### config.mk
export PLATFORM = sky130hd
export DESIGN_NAME = wake_evt_ctrl
export DESIGN_NICKNAME = d
export VERILOG_FILES = /design/src/rtl/wake_pkg.sv /design/src/rtl/wake_sync_edge.sv /design/src/rtl/wake_flag_bank.sv /design/src/rtl/wake_enable_reg.sv /design/src/rtl/wake_evt_ctrl.sv
export SDC_FILE = /design/constraint.sdc
export NUM_CORES = 1
export LEC_CHECK = 0
export BUFFER_PORTS_ARGS = -buffer_cell sky130_fd_sc_hd__buf_2
export CORE_UTILIZATION = 52
export DETAILED_ROUTE_END_ITERATION = 8
export HOLD_SLACK_MARGIN = 0.06
export MAX_ROUTING_LAYER = met4
export PLACE_DENSITY_LB_ADDON = 0.25
export SLEW_MARGIN = 20
export SYNTH_ARGS = -nofsm -noshare
export SYNTH_HDL_FRONTEND = slang
export SYNTH_SLANG_ARGS = --single-unit
### constraint.sdc
create_clock -name clk -period 1.35 [get_ports clk]
set_input_delay 0.2025 -clock clk [delete_from_list [all_inputs] [get_ports clk]]
set_output_delay 0.2025 -clock clk [all_outputs]
set_load 0.01 [all_outputs]
### src/rtl/wake_pkg.sv
package wake_pkg;
   localparam int ADDR_W      = 8;
   localparam int DATA_W      = 32;
   localparam int PEV_N       = 6;
   localparam int PEN_N       = 5;
   localparam int CMP_N       = 2;

   localparam logic [ADDR_W-1:0] OFF_P0_ST = 8'h04;
   localparam logic [ADDR_W-1:0] OFF_P0_EN = 8'h08;
   localparam logic [ADDR_W-1:0] OFF_P1_ST = 8'h0C;
   localparam logic [ADDR_W-1:0] OFF_P1_EN = 8'h10;
   localparam logic [ADDR_W-1:0] OFF_PV_ST = 8'h30;
   localparam logic [ADDR_W-1:0] OFF_PV_EN = 8'h34;

   localparam int CMP_BIT0 = 5;

   typedef enum logic [2:0] {
      SEL_NONE, SEL_P0_ST, SEL_P0_EN, SEL_P1_ST, SEL_P1_EN, SEL_PV_ST, SEL_PV_EN
   } reg_sel_e;

   // status bit position of peripheral event index i
   function automatic int pev_pos(input int i);
      return (i == PEV_N - 1) ? 16 : i;
   endfunction

   function automatic reg_sel_e decode(input logic [ADDR_W-1:0] a);
      case (a)
         OFF_P0_ST: return SEL_P0_ST;
         OFF_P0_EN: return SEL_P0_EN;
         OFF_P1_ST: return SEL_P1_ST;
         OFF_P1_EN: return SEL_P1_EN;
         OFF_PV_ST: return SEL_PV_ST;
         OFF_PV_EN: return SEL_PV_EN;
         default:   return SEL_NONE;
      endcase
   endfunction
endpackage

### src/rtl/wake_sync_edge.sv
module wake_sync_edge #(
   parameter int W      = 32,
   parameter int STAGES = 2
) (
   input  logic         clk,
   input  logic         rst_n,
   input  logic [W-1:0] async_i,
   output logic [W-1:0] edge_o
);
   if (STAGES < 2) begin : g_bad
      $error("wake_sync_edge: STAGES must be at least 2");
   end
   if (W < 1) begin : g_badw
      $error("wake_sync_edge: W must be positive");
   end

   logic [W-1:0] stage_q [STAGES];
   logic [W-1:0] prev_q;

   for (genvar s = 0; s < STAGES; s++) begin : g_stage
      if (s == 0) begin : g_first
         always_ff @(posedge clk or negedge rst_n) begin
            if (!rst_n) stage_q[s] <= '0;
            else        stage_q[s] <= async_i;
         end
      end else begin : g_next
         always_ff @(posedge clk or negedge rst_n) begin
            if (!rst_n) stage_q[s] <= '0;
            else        stage_q[s] <= stage_q[s-1];
         end
      end
   end

   always_ff @(posedge clk or negedge rst_n) begin
      if (!rst_n) prev_q <= '0;
      else        prev_q <= stage_q[STAGES-1];
   end

   assign edge_o = stage_q[STAGES-1] ^ prev_q;
endmodule

### src/rtl/wake_flag_bank.sv
module wake_flag_bank #(
   parameter int W = 32
) (
   input  logic         clk,
   input  logic         rst_n,
   input  logic [W-1:0] set_i,
   input  logic [W-1:0] clr_i,
   output logic [W-1:0] flags_o
);
   if (W < 1) begin : g_bad
      $error("wake_flag_bank: W must be positive");
   end

   logic [W-1:0] flags_q;

   always_ff @(posedge clk or negedge rst_n) begin
      if (!rst_n) flags_q <= '0;
      else        flags_q <= (flags_q & ~clr_i) | set_i;   // set wins
   end

   assign flags_o = flags_q;
endmodule

### src/rtl/wake_enable_reg.sv
module wake_enable_reg #(
   parameter int W = 32
) (
   input  logic         clk,
   input  logic         rst_n,
   input  logic         we_i,
   input  logic [W-1:0] d_i,
   output logic [W-1:0] q_o
);
   logic [W-1:0] q;

   always_ff @(posedge clk or negedge rst_n) begin
      if (!rst_n)    q <= '0;
      else if (we_i) q <= d_i;
   end

   assign q_o = q;
endmodule

### src/rtl/wake_evt_ctrl.sv
module wake_evt_ctrl
   import wake_pkg::*;
#(
   parameter int PIN_W       = 32,
   parameter int SYNC_STAGES = 2
) (
   input  logic              clk,
   input  logic              rst_n,
   input  logic [PIN_W-1:0]  gpio0_i,
   input  logic [PIN_W-1:0]  gpio1_i,
   input  logic              gpio_wake_en_i,
   input  logic [PEV_N-1:0]  periph_evt_i,
   input  logic [CMP_N-1:0]  cmp_level_i,
   input  logic [ADDR_W-1:0] reg_addr_i,
   input  logic              reg_wr_i,
   input  logic [DATA_W-1:0] reg_wdata_i,
   input  logic              reg_rd_i,
   output logic [DATA_W-1:0] reg_rdata_o,
   output logic              wake_irq_o
);
   localparam int NPORT = 2;

   if (PIN_W < 1 || PIN_W > DATA_W) begin : g_bad_pin
      $error("wake_evt_ctrl: PIN_W must lie in 1..DATA_W");
   end

   // ---------------- decode ----------------
   reg_sel_e sel;
   assign sel = decode(reg_addr_i);

   logic [PIN_W-1:0] pin_in  [NPORT];
   logic [PIN_W-1:0] pin_edge[NPORT];
   logic [PIN_W-1:0] gst     [NPORT];
   logic [PIN_W-1:0] gen     [NPORT];
   logic [PIN_W-1:0] gclr    [NPORT];
   logic             gen_we  [NPORT];
   logic [NPORT-1:0] gpend;

   assign pin_in[0] = gpio0_i;
   assign pin_in[1] = gpio1_i;
   assign gclr[0]   = (reg_wr_i && sel == SEL_P0_ST) ? reg_wdata_i[PIN_W-1:0] : '0;
   assign gclr[1]   = (reg_wr_i && sel == SEL_P1_ST) ? reg_wdata_i[PIN_W-1:0] : '0;
   assign gen_we[0] = reg_wr_i && sel == SEL_P0_EN;
   assign gen_we[1] = reg_wr_i && sel == SEL_P1_EN;

   for (genvar p = 0; p < NPORT; p++) begin : g_port
      wake_sync_edge #(.W(PIN_W), .STAGES(SYNC_STAGES)) u_sync (
         .clk     (clk),
         .rst_n   (rst_n),
         .async_i (pin_in[p]),
         .edge_o  (pin_edge[p])
      );
      wake_flag_bank #(.W(PIN_W)) u_flags (
         .clk     (clk),
         .rst_n   (rst_n),
         .set_i   (pin_edge[p]),
         .clr_i   (gclr[p]),
         .flags_o (gst[p])
      );
      wake_enable_reg #(.W(PIN_W)) u_en (
         .clk   (clk),
         .rst_n (rst_n),
         .we_i  (gen_we[p]),
         .d_i   (reg_wdata_i[PIN_W-1:0]),
         .q_o   (gen[p])
      );
      assign gpend[p] = |(gst[p] & gen[p]);
   end

   // ---------------- peripheral sources ----------------
   logic [PEV_N-1:0] pclr;
   logic [PEV_N-1:0] pst;
   logic [PEN_N-1:0] pen;
   logic             pen_we;

   for (genvar i = 0; i < PEV_N; i++) begin : g_pclr
      assign pclr[i] = reg_wr_i && sel == SEL_PV_ST && reg_wdata_i[pev_pos(i)];
   end

   wake_flag_bank #(.W(PEV_N)) u_pflags (
      .clk     (clk),
      .rst_n   (rst_n),
      .set_i   (periph_evt_i),
      .clr_i   (pclr),
      .flags_o (pst)
   );

   assign pen_we = reg_wr_i && sel == SEL_PV_EN;

   wake_enable_reg #(.W(PEN_N)) u_pen (
      .clk   (clk),
      .rst_n (rst_n),
      .we_i  (pen_we),
      .d_i   (reg_wdata_i[PEN_N-1:0]),
      .q_o   (pen)
   );

   // ---------------- read path ----------------
   logic [DATA_W-1:0] pst_word;
   always_comb begin
      pst_word = '0;
      for (int i = 0; i < PEV_N; i++) pst_word[pev_pos(i)] = pst[i];
      for (int c = 0; c < CMP_N; c++) pst_word[CMP_BIT0 + c] = cmp_level_i[c];
   end

   logic [DATA_W-1:0] rd_mux;
   always_comb begin
      rd_mux = '0;
      unique case (sel)
         SEL_P0_ST: rd_mux[PIN_W-1:0] = gst[0];
         SEL_P0_EN: rd_mux[PIN_W-1:0] = gen[0];
         SEL_P1_ST: rd_mux[PIN_W-1:0] = gst[1];
         SEL_P1_EN: rd_mux[PIN_W-1:0] = gen[1];
         SEL_PV_ST: rd_mux = pst_word;
         SEL_PV_EN: rd_mux[PEN_N-1:0] = pen;
         default:   rd_mux = '0;
      endcase
   end

   always_ff @(posedge clk or negedge rst_n) begin
      if (!rst_n)        reg_rdata_o <= '0;
      else if (reg_rd_i) reg_rdata_o <= rd_mux;
   end

   // ---------------- interrupt ----------------
   logic irq_d;
   assign irq_d = (gpio_wake_en_i && (|gpend)) || (|(pst[PEN_N-1:0] & pen));

   always_ff @(posedge clk or negedge rst_n) begin
      if (!rst_n) wake_irq_o <= 1'b0;
      else        wake_irq_o <= irq_d;
   end

   // flat copies for the checker
   logic [PIN_W-1:0] st0_w, st1_w, en0_w, en1_w;
   assign st0_w = gst[0];
   assign st1_w = gst[1];
   assign en0_w = gen[0];
   assign en1_w = gen[1];
endmodule

After elaboration in Yosys (flattened, before gate mapping)
Index checks and enable logic that the tools add are counted.

Flip-flop bits (word level): 364. Input port bits: 117. Output and inout port bits: 33. Logic and storage cells: 61.

Eq/ne operators: 12. Muxes and demuxes: 5. Bitwise gates (word level): 14. Reductions and logical operators: 16.

Operators with widths (number): $pmux W27 S5 (1); $and A32 B32 Y32 (4); $mux W32 (2); $not A32 Y32 (2); $or A32 B32 Y32 (2); $reduce_or A64 Y1 (1); $xor A32 B32 Y32 (2); $pmux W5 S6 (1); $pmux W3 S6 (1); $eq A8 B4 Y1 const B (2); $eq A8 B6 Y1 const B (2); $logic_and A1 B1 Y1 (13); $eq A3 B3 Y1 const B (3); $eq A8 B3 Y1 const B (1); $eq A8 B5 Y1 const B (1); $and A6 B6 Y6 (1); $eq A3 B2 Y1 const B (2); $not A6 Y6 (1); $or A6 B6 Y6 (1); $and A5 B5 Y5 (1); $reduce_or A5 Y1 (1); $eq A3 B1 Y1 const B (1); $logic_or A1 B1 Y1 (1).

Longest topological paths before layout
Depth after elaboration: 8. Mapped depth: 8. Depth with buffers taken out: 5.

Hierarchy
From an unflattened synthesis, not the netlist that was laid out.

Cells, all modules: 982. Area, all modules: 13773.2 sq um.

Modules (own cells, without submodules): wake_sync_edge (instances 2, cells an instance 128, area each 2682.6 sq um, seq. area each 2402.3 sq um); wake_evt_ctrl (instances 1, cells an instance 370, area each 2996.6 sq um, seq. area each 825.8 sq um); wake_enable_reg (g_port[0].u_en ...) (instances 2, cells an instance 68, area each 1345.0 sq um, seq. area each 800.8 sq um); wake_flag_bank (g_port[0].u_flags ...) (instances 2, cells an instance 96, area each 1161.1 sq um, seq. area each 800.8 sq um); wake_flag_bank (u_pflags) (instances 1, cells an instance 18, area each 217.7 sq um, seq. area each 150.1 sq um); wake_enable_reg (u_pen) (instances 1, cells an instance 10, area each 181.4 sq um, seq. area each 125.1 sq um).

Worst setup path before layout
OpenSTA, ideal clock, no wires.

Path type: in2reg. Start point: input reg_addr_i[1]. End point: register u_pen.q[0] (netlist: u_pen.q_o[0]). Setup time: 0.125 ns. Data arrival time: 1.909 ns. Required time: 1.225 ns. Slack: -0.684 ns. Stages on the path: 4. Path buffers: 0. Cell sequence: or4_4 nor4_1 nand3_1 mux2_2.

Longest elaborated chain between the ends: 4. Elaborated cells between the ends (all ways): 9. Those cells by class: eq/ne: 7; mux: 1; reduce/logical: 1.

Ends and longest elaborated chain: start, declared (line wake_evt_ctrl.sv:14) `input logic [ADDR_W-1:0] reg_addr_i,`; $eq A8 B6 Y1, or another cell as far along (line wake_pkg.sv:27) `case (a)`; $pmux W3 S6 * (line wake_pkg.sv:27); $eq A3 B3 Y1 * (line wake_evt_ctrl.sv:88) `assign pen_we = reg_wr_i && sel == SEL_PV_EN;`; $logic_and A1 B1 Y1 * (line wake_evt_ctrl.sv:88); end signal, assigned (line wake_enable_reg.sv:14) `else if (we_i) q <= d_i;`; end, declared (line wake_enable_reg.sv:10) `logic [W-1:0] q;`.

Every way passes the cells marked *; elsewhere a longest branch is shown, timed or not. A chain may end at the register's enable or synchronous reset.

Final worst setup path
Start point: register g_port[0].u_flags.flags_q[24]. End point: register wake_irq_o.

Longest elaborated chain between the ends: 4.

Ends and longest elaborated chain: start, declared (line wake_flag_bank.sv:14) `logic [W-1:0] flags_q;`; start signal, assigned (line wake_flag_bank.sv:18) `else flags_q <= (flags_q & ~clr_i) | set_i;`; $and A32 B32 Y32 (line wake_evt_ctrl.sv:67) `assign gpend[p] = |(gst[p] & gen[p]);`; $reduce_or A64 Y1 (line wake_evt_ctrl.sv:127) `assign irq_d = (gpio_wake_en_i && (|gpend)) || (|(pst[PEN_N-1:0] & pen));`; $logic_and A1 B1 Y1 (line wake_evt_ctrl.sv:127); $logic_or A1 B1 Y1 (line wake_evt_ctrl.sv:127); via irq_d (line wake_evt_ctrl.sv:126) `logic irq_d;`; end signal, assigned (line wake_evt_ctrl.sv:131) `else wake_irq_o <= irq_d;`; end, declared (line wake_evt_ctrl.sv:19) `output logic wake_irq_o`.

The timed path passes the listed nets, and every way through them passes these cells.

==> reports/metrics.cfg <==
[outcome]
status=finished, violations left
failed_checks=negative setup slack

[clock_network]
clock_tree_buffer_depth=3
clk_root_buffer_cell=sky130_fd_sc_hd__clkbuf_16
cts_tree=yes
cts.sinks=364
clock_latency_ns=0.52
cts_buffers=37
clk_transition_reported_paths_ns=0.07
depth_of_the_cts_h_tree=2

[synth]
yosys-top-cells-count=sky130_fd_sc_hd__dfrtp_1, sky130_fd_sc_hd__mux2_2, sky130_fd_sc_hd__nand2_1
synthesis.yosys.warnings=0
synthMostInstantiatedCell=sky130_fd_sc_hd__dfrtp_1
synthFlopType=sky130_fd_sc_hd__dfrtp_1
cells_after_synthesis=937
yosys.area.top_type_share=0.693
synth_edf_count=0
yosys_register_bits=364
postSynthNetCount=1054
synth_cell_types=32
synth_seq_area_share=0.693
syn_area_um2=13100
synthDominantAreaCellType=sky130_fd_sc_hd__dfrtp_1
syn_avg_cell_area_um2=14.0
synth.top_cells.by_area=sky130_fd_sc_hd__dfrtp_1, sky130_fd_sc_hd__mux2_2, sky130_fd_sc_hd__xor2_1
synthArstFlopShare=1.00

[die]
fp-row-count=57
coreArea_um2=24500
start_util=0.535
die-height_um=161
dieArea_um2=25900
fp.dieW_um=161
boundaryPins=150

[place]
placed_area_um2=15700
place_inst=1548
portBuffers=149
hpwlAfterDp_um=21900
gpl.final_weighted_congestion=0.870

[routing]
detail_route.wl_per_cell_um=24.0
detail_route.drc_violations=0
detailroute.via_count=10000
viasPerCell=5.70
drt_pass1_iterations=6
detailedRoute.firstIterationViolations=763
number_of_antenna_violating_nets_in_the_routed_design=0
detail_route.wirelength_um=42100

[layout]
seq_area_um2=9110
final_layout_size_suffix_gt1_frac=0.491
post-route-cell-area_um2=19800
area_growth_pct=50.4
num-fill-cells=1193
multi_input_comb_area_um2=4760
stdcell_count=1758
fin_nets=1525

[timing]
timing.final.max_slew_violations=0
relSlewSlack=0.619
fin_crit_ns=1.98
unrepaired_setup_endpoints_after_global_routing=true
finalHoldViolations=0
fraction_of_the_cycle_the_final_worst_path_needs=1.47
setup_violations=172
fmax_mhz=505
final.setup.worst_slack_ns=-0.632
worstMarginPinSlew_ns=0.568
clock-skew-final_ns=0.0117
worst_hold_slack_ns=0.120

[power_and_ir_drop]
total_power_w=0.0253
peak_ir_drop_on_the_vdd_network_v=0.00131
power.density_nw_per_um2=1280
power.static_leakage_nw=8.90

[global_routing]
grt_start_max_net_pins=69
antenna_violations_before_repair=1
global_router_s_overall_resource_usage=0.332
gr-total-overflow=0
first_global_vias=10700
grt_first_pass_wirelength_um=62100

[critical_path]
worst_setup_end_kind=flop
timing.reg2reg.worst_path_depth=7
worst_r2r_endpoint=wake_irq_o
critical_path_required_ns=1.72
critPathKind=flop to flop
reg2reg_setup_slack_ns=-0.63
critical_path.endpoint=wake_irq_o
crit_arrival_ns=2.36
timing.critical_path.from=g_port[0].u_flags.flags_o[24]
worst_setup_path_start_kind=flop
worstPathMaxFanout=2
reg2reg_launch_point=g_port[0].u_flags.flags_o[24]

[job]
number_of_maximum_capacitance_violations=0

[hold_path]
hp-class=primary input to flop

layout make-up:
type | instances | share of cell area
Sequential cell | 364 | 0.461
Multi-Input combinational cell | 525 | 0.241
Timing Repair Buffer | 471 | 0.208
Clock buffer | 44 | 0.0507
Tap cell | 324 | 0.0205
Clock inverter | 20 | 0.0170
Inverter | 9 | 0.00171
Antenna cell | 1 | 0.000127
per-stage QoR:
stage	TNS, ns	util	setup WS (ns)
after floorplan	-94.24	-	-0.651
after global placement	-120.55	0.642	-0.760
after detailed placement	-126.07	0.642	-0.822
after CTS	-52.52	0.797	-0.461
after global routing	-86.85	0.806	-0.678
final	-84.94	0.806	-0.632
worst max-delay path, stage by stage, from the launching register on:
cell and delay [ns]:
sky130_fd_sc_hd__dfrtp_1 0.40, sky130_fd_sc_hd__a22o_1 0.27, sky130_fd_sc_hd__a221oi_1 0.37, sky130_fd_sc_hd__buf_4 0.21, sky130_fd_sc_hd__nand4_1 0.14, sky130_fd_sc_hd__nor4_2 0.18
sky130_fd_sc_hd__buf_4 0.19, sky130_fd_sc_hd__o211ai_1 0.08
worst min path at each step:
stage                                        to  cells past startpoint      startpoint  slack, ns
after floorplan           g_port[0].u_en.q_o[0]                      0           rst_n      -0.09
after global placement      u_pflags.flags_o[3]                      1           rst_n        0.1
after detailed placement  g_port[1].u_en.q_o[4]                      1           rst_n       0.09
after CTS                        reg_rdata_o[6]                      3  cmp_level_i[1]       0.07
after global routing             reg_rdata_o[6]                      3  cmp_level_i[1]       0.11
final                            reg_rdata_o[6]                      3  cmp_level_i[1]       0.12
placed cells by master (no fill, tap or decap), drive strengths merged, types with 2 or more instances in the layout:
cell         instances
a21o                70
a21oi               49
a221oi              19
a222oi               6
a22o                16
a22oi               28
buf                366
bufinv               9
clkbuf              44
clkinv               9
dfrtp              364
dlygate4sd3        105
inv                 11
mux2               101
mux2i                5
nand2               78
nand4                4
nor2                52
nor3                 8
nor4                 2
o211ai               2
o21ai                8
o22ai                5
or3                  2
xor2                64
where the power goes:
| part | switching, W | leakage [nW] | internal [W] | total [W] |
|---|---|---|---|---|
| combinational | 0.00120 | 4.01 | 0.00109 | 0.00230 |
| sequential | 0.000293 | 4.22 | 0.0114 | 0.0117 |
| clock | 0.00429 | 0.666 | 0.00703 | 0.0113 |
logic make-up (layout without fill, tap and decap cells):
kind of cell           after synthesis  count (layout)  share of synthesized area
flip-flops                         364             364                      0.693
AND/OR/NAND/NOR                    151             151                     0.0494
other                                0               1                          0
multiplexers                       106             106                     0.0904
AO/OA/AOI/OAI                      204             204                      0.110
XOR/XNOR                            64              64                     0.0427
buffers and inverters               48             544                     0.0142
sequential cells by signal (all words and copies together) (netlist names):
signal	count
wake_irq_o	1
g_port.u_sync.stage_q	128
reg_rdata_o	32
g_port.u_en.q_o	64
u_pen.q_o	5
u_pflags.flags_o	6
g_port.u_sync.prev_q	64
g_port.u_flags.flags_o	64
per-layer routing:
layer / global-route usage / routed length (um) / vias to the layer above
met2: 0.516 / 20100 / 565
met5: - / 0 / -
met3: 0.0744 / 3440 / 175
li1: - / - / 4238
met4: 0.163 / 2240 / 0
met1: 0.412 / 16400 / 5035
what timing repair did:
action | in CTS | in global routing
buffers inserted | 28 | 13
gates cloned | 15 | 0
endpoints found under the setup margin | 172 | 174
resized for setup | 223 | 92
endpoints found under the hold margin | 469 | 0
hold buffers | 105 | 0
pin swaps | 161 | 57
Power figures use the tool's default switching activity.
